## config.mk

```make
export PLATFORM = sky130hd
export DESIGN_NAME = dma_irq_regs
export DESIGN_NICKNAME = d
export VERILOG_FILES = /design/src/rtl/dma_irq_pkg.sv /design/src/rtl/irq_status_reg.sv /design/src/rtl/irq_mask_reg.sv /design/src/rtl/acct_counter.sv /design/src/rtl/dma_irq_regs.sv
export SDC_FILE = /design/constraint.sdc
export NUM_CORES = 1
export LEC_CHECK = 0
export BUFFER_PORTS_ARGS = -buffer_cell sky130_fd_sc_hd__buf_2
export CAP_MARGIN = 10
export CORE_ASPECT_RATIO = 1.5
export CORE_MARGIN = 2
export CORE_UTILIZATION = 40
export CTS_BUF_LIST = sky130_fd_sc_hd__clkbuf_8
export CTS_CLUSTER_DIAMETER = 30
export DETAILED_ROUTE_END_ITERATION = 10
export PLACE_DENSITY = 0.67
export SYNTH_ARGS = -nofsm -noshare
export SYNTH_HDL_FRONTEND = slang
export SYNTH_SLANG_ARGS = --single-unit
```

## constraint.sdc

```tcl
create_clock -name clk -period 3.3 [get_ports clk]
set_input_delay 0.165 -clock clk [delete_from_list [all_inputs] [get_ports clk]]
set_output_delay 0.165 -clock clk [all_outputs]
set_load 0.005 [all_outputs]
```

## src/rtl/dma_irq_pkg.sv

```systemverilog
// Package: shared constants of the DMA channel interrupt register unit.
// Assumes a 32-bit register bus with word-aligned offsets.
package dma_irq_pkg;
    localparam int BUS_W        = 32;
    // status bit positions (decoded by the counter and decode logic)
    localparam int BIT_BADACC   = 0;
    localparam int BIT_SRC_DONE = 1;
    localparam int BIT_DST_DONE = 2;
    localparam int BIT_SRC_ERR  = 4;
    localparam int BIT_DST_ERR  = 5;
    // word indices of the register map
    localparam int IDX_STATUS   = 0;
    localparam int IDX_MASK     = 1;
    localparam int IDX_UNMASK   = 2;
    localparam int IDX_SETMASK  = 3;
    localparam int IDX_SRC_CNT  = 4;
    localparam int IDX_DST_CNT  = 5;
    localparam int IDX_LAST     = 5;
endpackage

```

## src/rtl/irq_status_reg.sv

```systemverilog
// Module: sticky status register. Write-one-to-clear, and a set wins
// over a clear of the same bit. Assumes set and clear are one-cycle strobes.
module irq_status_reg #(
    parameter int W = 12
) (
    input  logic         clk,
    input  logic         rst_n,
    input  logic [W-1:0] clr_i,
    input  logic [W-1:0] set_i,
    output logic [W-1:0] status_o
);
    logic [W-1:0] st_q;

    // Update the status: clear first, then apply the sets so that sets win.
    always_ff @(posedge clk) begin
        if (!rst_n) st_q <= '0;
        else        st_q <= (st_q & ~clr_i) | set_i;
    end

    assign status_o = st_q;

    AST_SET_WINS: assert property (@(posedge clk) disable iff (!rst_n)
        (set_i != '0) |=> ((status_o & $past(set_i)) == $past(set_i)));
    AST_W1C_CLEARS: assert property (@(posedge clk) disable iff (!rst_n)
        ((clr_i & ~set_i) != '0) |=> ((status_o & $past(clr_i & ~set_i)) == '0));
endmodule

```

## src/rtl/irq_mask_reg.sv

```systemverilog
// Module: interrupt mask. Reset is all ones (every source masked). The mask
// changes only through the unmask port and the mask-set port.
// Assumes the two ports are never written in the same cycle.
module irq_mask_reg #(
    parameter int W = 12
) (
    input  logic         clk,
    input  logic         rst_n,
    input  logic         unmask_wr_i,
    input  logic         setmask_wr_i,
    input  logic [W-1:0] wdata_i,
    output logic [W-1:0] mask_o
);
    logic [W-1:0] mask_q;

    // Clear or set the mask bits selected by the write data.
    always_ff @(posedge clk) begin
        if (!rst_n)            mask_q <= '1;
        else if (unmask_wr_i)  mask_q <= mask_q & ~wdata_i;
        else if (setmask_wr_i) mask_q <= mask_q | wdata_i;
    end

    assign mask_o = mask_q;

    AST_UNMASK_CLEARS: assert property (@(posedge clk) disable iff (!rst_n)
        unmask_wr_i |=> ((mask_o & $past(wdata_i)) == '0));
    AST_SETMASK_SETS: assert property (@(posedge clk) disable iff (!rst_n)
        (setmask_wr_i && !unmask_wr_i) |=> ((mask_o & $past(wdata_i)) == $past(wdata_i)));
    AST_MASK_HOLDS: assert property (@(posedge clk) disable iff (!rst_n)
        (!unmask_wr_i && !setmask_wr_i) |=> $stable(mask_o));
endmodule

```

## src/rtl/acct_counter.sv

```systemverilog
// Module: descriptor-completion counter. It clears on a read, and an
// increment in the same cycle leaves it at 1. wrap_o flags the step from
// the maximum value to zero, which can happen only when no read occurs.
module acct_counter #(
    parameter int CW = 8
) (
    input  logic          clk,
    input  logic          rst_n,
    input  logic          inc_i,
    input  logic          rd_i,
    output logic [CW-1:0] cnt_o,
    output logic          wrap_o
);
    localparam logic [CW-1:0] CNT_MAX = '1;
    logic [CW-1:0] cnt_q;

    // Count completions; a read restarts the count from the same-cycle increment.
    always_ff @(posedge clk) begin
        if (!rst_n)     cnt_q <= '0;
        else if (rd_i)  cnt_q <= CW'(inc_i);
        else if (inc_i) cnt_q <= cnt_q + 1'b1;
    end

    assign cnt_o  = cnt_q;
    assign wrap_o = inc_i && !rd_i && (cnt_q == CNT_MAX);

    AST_READ_CLEARS: assert property (@(posedge clk) disable iff (!rst_n)
        rd_i |=> (cnt_o == CW'($past(inc_i))));
    AST_INC_STEPS: assert property (@(posedge clk) disable iff (!rst_n)
        (inc_i && !rd_i) |=> (cnt_o == CW'($past(cnt_o) + 1'b1)));
endmodule

```

## src/rtl/dma_irq_regs.sv

```systemverilog
// Module: DMA channel interrupt register unit (top). It decodes the
// register bus, routes events into the status register, drives the mask
// and the accounting counters, and forms the level interrupt.
// Assumes single-cycle accesses with combinational read data.
module dma_irq_regs
    import dma_irq_pkg::*;
#(
    parameter int ADDR_W = 8,
    parameter int STAT_W = 12,
    parameter int CNT_W  = 8
) (
    input  logic              clk,
    input  logic              rst_n,
    input  logic              reg_sel,
    input  logic              reg_wr,
    input  logic [ADDR_W-1:0] reg_addr,
    input  logic [BUS_W-1:0]  reg_wdata,
    output logic [BUS_W-1:0]  reg_rdata,
    input  logic [STAT_W-1:0] evt_set,
    input  logic              src_dscr_done,
    input  logic              dst_dscr_done,
    output logic              irq
);
    localparam int IDX_W   = ADDR_W - 2;
    localparam int N_ACCT  = 2;

    logic [IDX_W-1:0]  idx;
    logic              wr_acc, rd_acc, bad_acc;
    logic [STAT_W-1:0] status_q, mask_q, clr_vec, set_vec, wdata_s;
    logic [N_ACCT-1:0] acct_inc, acct_rd, acct_wrap;
    logic [CNT_W-1:0]  acct_cnt [N_ACCT];
    logic              unused_bits;

    assign idx         = reg_addr[ADDR_W-1:2];
    assign wr_acc      = reg_sel && reg_wr;
    assign rd_acc      = reg_sel && !reg_wr;
    assign bad_acc     = reg_sel && (idx > IDX_W'(IDX_LAST));
    assign wdata_s     = reg_wdata[STAT_W-1:0];
    assign unused_bits = ^{reg_addr[1:0], reg_wdata[BUS_W-1:STAT_W]};

    // Build the clear vector from a write to the status offset.
    always_comb begin
        clr_vec = '0;
        if (wr_acc && idx == IDX_W'(IDX_STATUS)) clr_vec = wdata_s;
    end

    // Merge datapath events, descriptor completions, wraps and bad accesses.
    always_comb begin
        set_vec               = evt_set;
        set_vec[BIT_BADACC]   = set_vec[BIT_BADACC]   | bad_acc;
        set_vec[BIT_SRC_DONE] = set_vec[BIT_SRC_DONE] | src_dscr_done;
        set_vec[BIT_DST_DONE] = set_vec[BIT_DST_DONE] | dst_dscr_done;
        set_vec[BIT_SRC_ERR]  = set_vec[BIT_SRC_ERR]  | acct_wrap[0];
        set_vec[BIT_DST_ERR]  = set_vec[BIT_DST_ERR]  | acct_wrap[1];
    end

    irq_status_reg #(.W(STAT_W)) u_status (
        .clk(clk), .rst_n(rst_n), .clr_i(clr_vec), .set_i(set_vec), .status_o(status_q)
    );

    irq_mask_reg #(.W(STAT_W)) u_mask (
        .clk(clk), .rst_n(rst_n),
        .unmask_wr_i(wr_acc && idx == IDX_W'(IDX_UNMASK)),
        .setmask_wr_i(wr_acc && idx == IDX_W'(IDX_SETMASK)),
        .wdata_i(wdata_s), .mask_o(mask_q)
    );

    assign acct_inc = {dst_dscr_done, src_dscr_done};

    // One counter per side: index 0 = source, index 1 = destination.
    for (genvar g = 0; g < N_ACCT; g++) begin : g_acct
        localparam int RD_IDX  = (g == 0) ? IDX_SRC_CNT  : IDX_DST_CNT;
        localparam int ERR_BIT = (g == 0) ? BIT_SRC_ERR  : BIT_DST_ERR;
        localparam int DN_BIT  = (g == 0) ? BIT_SRC_DONE : BIT_DST_DONE;

        assign acct_rd[g] = rd_acc && idx == IDX_W'(RD_IDX);

        acct_counter #(.CW(CNT_W)) u_cnt (
            .clk(clk), .rst_n(rst_n), .inc_i(acct_inc[g]), .rd_i(acct_rd[g]),
            .cnt_o(acct_cnt[g]), .wrap_o(acct_wrap[g])
        );

        AST_WRAP_FLAGS: assert property (@(posedge clk) disable iff (!rst_n)
            (acct_inc[g] && !acct_rd[g] && acct_cnt[g] == '1) |=> status_q[ERR_BIT]);
        AST_DONE_FLAGS: assert property (@(posedge clk) disable iff (!rst_n)
            acct_inc[g] |=> status_q[DN_BIT]);
    end

    // Select read data; unused and write-only offsets return zero.
    always_comb begin
        reg_rdata = '0;
        if (rd_acc) begin
            case (idx)
                IDX_W'(IDX_STATUS):  reg_rdata = BUS_W'(status_q);
                IDX_W'(IDX_MASK):    reg_rdata = BUS_W'(mask_q);
                IDX_W'(IDX_SRC_CNT): reg_rdata = BUS_W'(acct_cnt[0]);
                IDX_W'(IDX_DST_CNT): reg_rdata = BUS_W'(acct_cnt[1]);
                default:             reg_rdata = '0;
            endcase
        end
    end

    // Level interrupt from the unmasked pending status.
    assign irq = |(status_q & ~mask_q);

    AST_BAD_ACCESS_FLAGS: assert property (@(posedge clk) disable iff (!rst_n)
        bad_acc |=> status_q[BIT_BADACC]);
    AST_BAD_READ_ZERO: assert property (@(posedge clk) disable iff (!rst_n)
        (bad_acc && !reg_wr) |-> (reg_rdata == '0));
endmodule

```

==> impl_metrics.yaml <==
outcome:
  status: "complete, no violations"
clock_tree:
  cts_tree: "built"
  max-clock-path-buffers: 2
  post_cts.repair.setup_buffers: 0
  tritoncts_sinks: 40
  cts_buffers: 5
  clock_insertion_delay_worst_skew_ns: 0.30
  cts-htree-levels: 2
  cts-hold-fix-buffers: 0
  cts.root.buffer_cell: "sky130_fd_sc_hd__clkbuf_8"
  clkSlewWorstSetupHoldPaths_ns: 0.08
  cts_repair_resize_count: 0
setup_path:
  worst_path_most_repeated_cell: "sky130_fd_sc_hd__buf_2"
  worst_ep_required_time_ns: 3.13
  critical_path.max_fanout: 7
  crit_arrival_ns: 2.22
  setup.worst_path.end_class: "output pin"
  rr_startpoint: "g_acct[1].u_cnt.cnt_o[0]"
  regToRegSetupSlack_ns: 1.96
  cpMaxStageDelayCell: "sky130_fd_sc_hd__nor3_1"
  cp_cell_sequence: "buf_2 > or3_1 > nor3_1 > buf_4 > a22oi_1 > a21oi_1 > buf_2"
  reg2regPathDepth: 5
  r2r-end: "u_status.status_o[5]"
  max_stage_delay_ns: 0.72
  timing.critical_path.from_type: "input port"
  critical_path_type: "input port to output pin"
floorplan:
  fp.dieArea_mm2: 0.006592
  die_h_um: 98.45
  start_util_pct: 41.11
  std_cell_rows: 34
  io_pins: 91
  design.core.area_mm2: 0.005786
  die_w_um: 66.96
sta:
  fmax_mhz: 418.9
  final-setup-viol-count: 0
  final_tns_setup_ns: 0
  maxSlewViolCount: 0
  rsz0062_at_grt: "no"
  period_share_pct: 72.33
  actual_transition_at_the_worst_max_transition_pin_ns: 0.8351
  clock-skew-final_ns: 0.003762
  timing.final.crit_period_ns: 2.387
  slew-limit-headroom_pct: 43.90
  hold_viol_final: 0
placement:
  dpl.cell_count: 373
  globalplace.congestion: 0.8193
  numPortBuffers: 48
  detailed_place_hpwl_um: 4556
layout:
  commonest_cells_after_routing_fill_and_taps_aside: "sky130_fd_sc_hd__buf_2 (48), sky130_fd_sc_hd__dfxtp_1 (40), sky130_fd_sc_hd__nor2_1 (20), sky130_fd_sc_hd__conb_1 (20), sky130_fd_sc_hd__a21oi_1 (17)"
  final_cell_count_no_fill: 381
  nNetsFinal: 368
  leading_cell_type_in_the_layout_fill_and_taps_excluded: "sky130_fd_sc_hd__buf_2"
  antenna_cells_inserted: 0
  filler_cell_count: 610
  layout-area-overhead-vs-synth_pct: 12.15
  drive_gt1_share_pct: 22.65
pwr:
  total_power_mw: 1.079
  irDropWorstVdd_mv: 0.2380
  static-leakage-power_nw: 1.073
  cell_internal_pwr_mw: 0.8142
  p_clk_share_pct: 41.8
  p_seq_share_pct: 47.7
  power-per-cell-area_mw_per_mm2: 404.7
  power.share.switching_pct: 24.57
  p_sw_mw: 0.2653
  power_frac_comb_pct: 10.5
synthesis:
  ys_seq_area_share_pct: 33.67
  yosys.cell_types.count: 43
  synth_top_area_cell: "sky130_fd_sc_hd__dfxtp_1"
  netlist_top_cells_area: "sky130_fd_sc_hd__dfxtp_1 (34%), sky130_fd_sc_hd__buf_4 (6.6%), sky130_fd_sc_hd__a22oi_1 (4.4%)"
  yosysWarningCount: 0
  syn-cell-area_mm2: 0.002379
  post_synth_inst_count: 268
  syn-mean-instance-area_um2: 8.875
  synthDominantCellAreaShare_pct: 33.67
  synth-seq-cells: 40
drt:
  post_drt_wl_per_cell_um: 15.83
  dr.pass1.iters: 6
  ant_nets: 0
  totalWireLength_um: 6033
  drc: 0
  viasPerCell: 5.559
  initialDrtViolationCount: 153
  count_of_vias_placed_by_the_detailed_router: 2118
job:
  max-cap-violations: 0
grt:
  number_of_antenna_violations_at_the_first_check_in_global_routing: 0
  grt_max_degree: 29
  first_pass_grt_wire_length_um: 9784
  gr-total-overflow: 0
  grt_usage_pct: 19.48
  grt_pass1_vias: 1989
worst_hold_path:
  timing.hold.worst.class: "input port to flop"
  hold_path.startpoint: "evt_set[7]"
  worst_case_hold_path_end_point: "u_status.status_o[7]"
  hold_depth: 2
## synthesized netlist by cell type, drive strengths merged
cell type / n
clkbuf: 5
xor2: 8
a222oi: 2
and3: 4
inv: 13
a21boi: 10
nor2: 22
o311ai: 5
ha: 2
nand3: 8
nor4b: 1
nand4b: 5
conb: 1
a221oi: 4
buf: 30
nor2b: 1
o31ai: 4
dfxtp: 40
o21ai: 7
a21oi: 18
a22oi: 14
nand4: 4
nand2: 10
o31a: 5
xnor2: 4
and4bb: 1
mux2: 2
or4b: 2
mux2i: 3
or2: 1
o22ai: 3
nor3: 5
o21a: 8
nand2b: 2
nand3b: 7
or3: 4
and2: 3
## cell families (layout without fill, tap and decap cells)
group,Yosys count,count (layout),synth area share (%)
buffers and inverters,48,70,12.41
adders and majority gates,2,2,1.052
AOI/OAI and AO/OA,80,80,25.88
and+or+nand+nor,80,80,20.20
muxes,5,5,2.209
other,1,20,0.1577
DFF,40,40,33.67
xor gates and xnor gates,12,12,4.419
## layout make-up
cell class | count | area (um^2) | share of cell area, %
clock buffer | 7 | 96.34 | 3.612
clock inverter | 1 | 30.03 | 1.126
inverter | 13 | 48.80 | 1.829
multi-input combinational | 199 | 1354 | 50.75
sequential | 40 | 800.8 | 30.02
tap | 72 | 90.09 | 3.377
timing repair buffer | 49 | 247.7 | 9.287
## power groups by stage
| stage | Combinational [mW] | Clock (mW) | Sequential (mW) |
|---|---|---|---|
| after global placement | 0.111 | 0 | 0.526 |
| after global routing | 0.127 | 0.473 | 0.517 |
| after CTS | 0.113 | 0.454 | 0.515 |
| after detailed placement | 0.113 | 0 | 0.527 |
| after floorplan | 0.0931 | 0 | 0.520 |
| final | 0.113 | 0.451 | 0.515 |
## per-stage QoR
step	cell area (um^2)	worst slack [ns]	util [%]	hold WS [ns]
6_report	2668	0.9129	46.11	0.06619
3_3_place_gp	2541	0.9668	43.92	0.3736
3_5_place_dp	2541	0.9388	43.92	0.3785
5_1_grt	2668	0.8332	46.11	0.06383
4_1_cts	2668	0.9399	46.11	0.06836
2_1_floorplan	2450	1.736	-	0.2888
## worst max-delay path by stage
stage	start	endpoint	slack, ns
final	reg_addr[5]	reg_rdata[0]	0.91
after CTS	reg_addr[5]	reg_rdata[0]	0.94
after floorplan	reg_addr[5]	reg_rdata[1]	1.74
after global placement	reg_addr[5]	reg_rdata[0]	0.97
after global routing	reg_addr[5]	reg_rdata[0]	0.83
after detailed placement	reg_addr[5]	reg_rdata[0]	0.94
## per-layer routing
layer	up-vias	wire length, um	GRT usage (%)	part of all wire, %
met1	1015	2438	23.74	40
met2	80	3143	34.23	52
met5	-	0	0	0
met4	0	82	6.279	1.4
li1	1016	-	-	-
met3	7	369	3.082	6.1
## worst max-delay path: cells and delay by family
family | cells | cell delay, ns
AOI/OAI and AO/OA | 2 | 0.30
buffers and inverters | 3 | 0.54
and+or+nand+nor | 2 | 1.21
(Power assumes the default switching activity.)
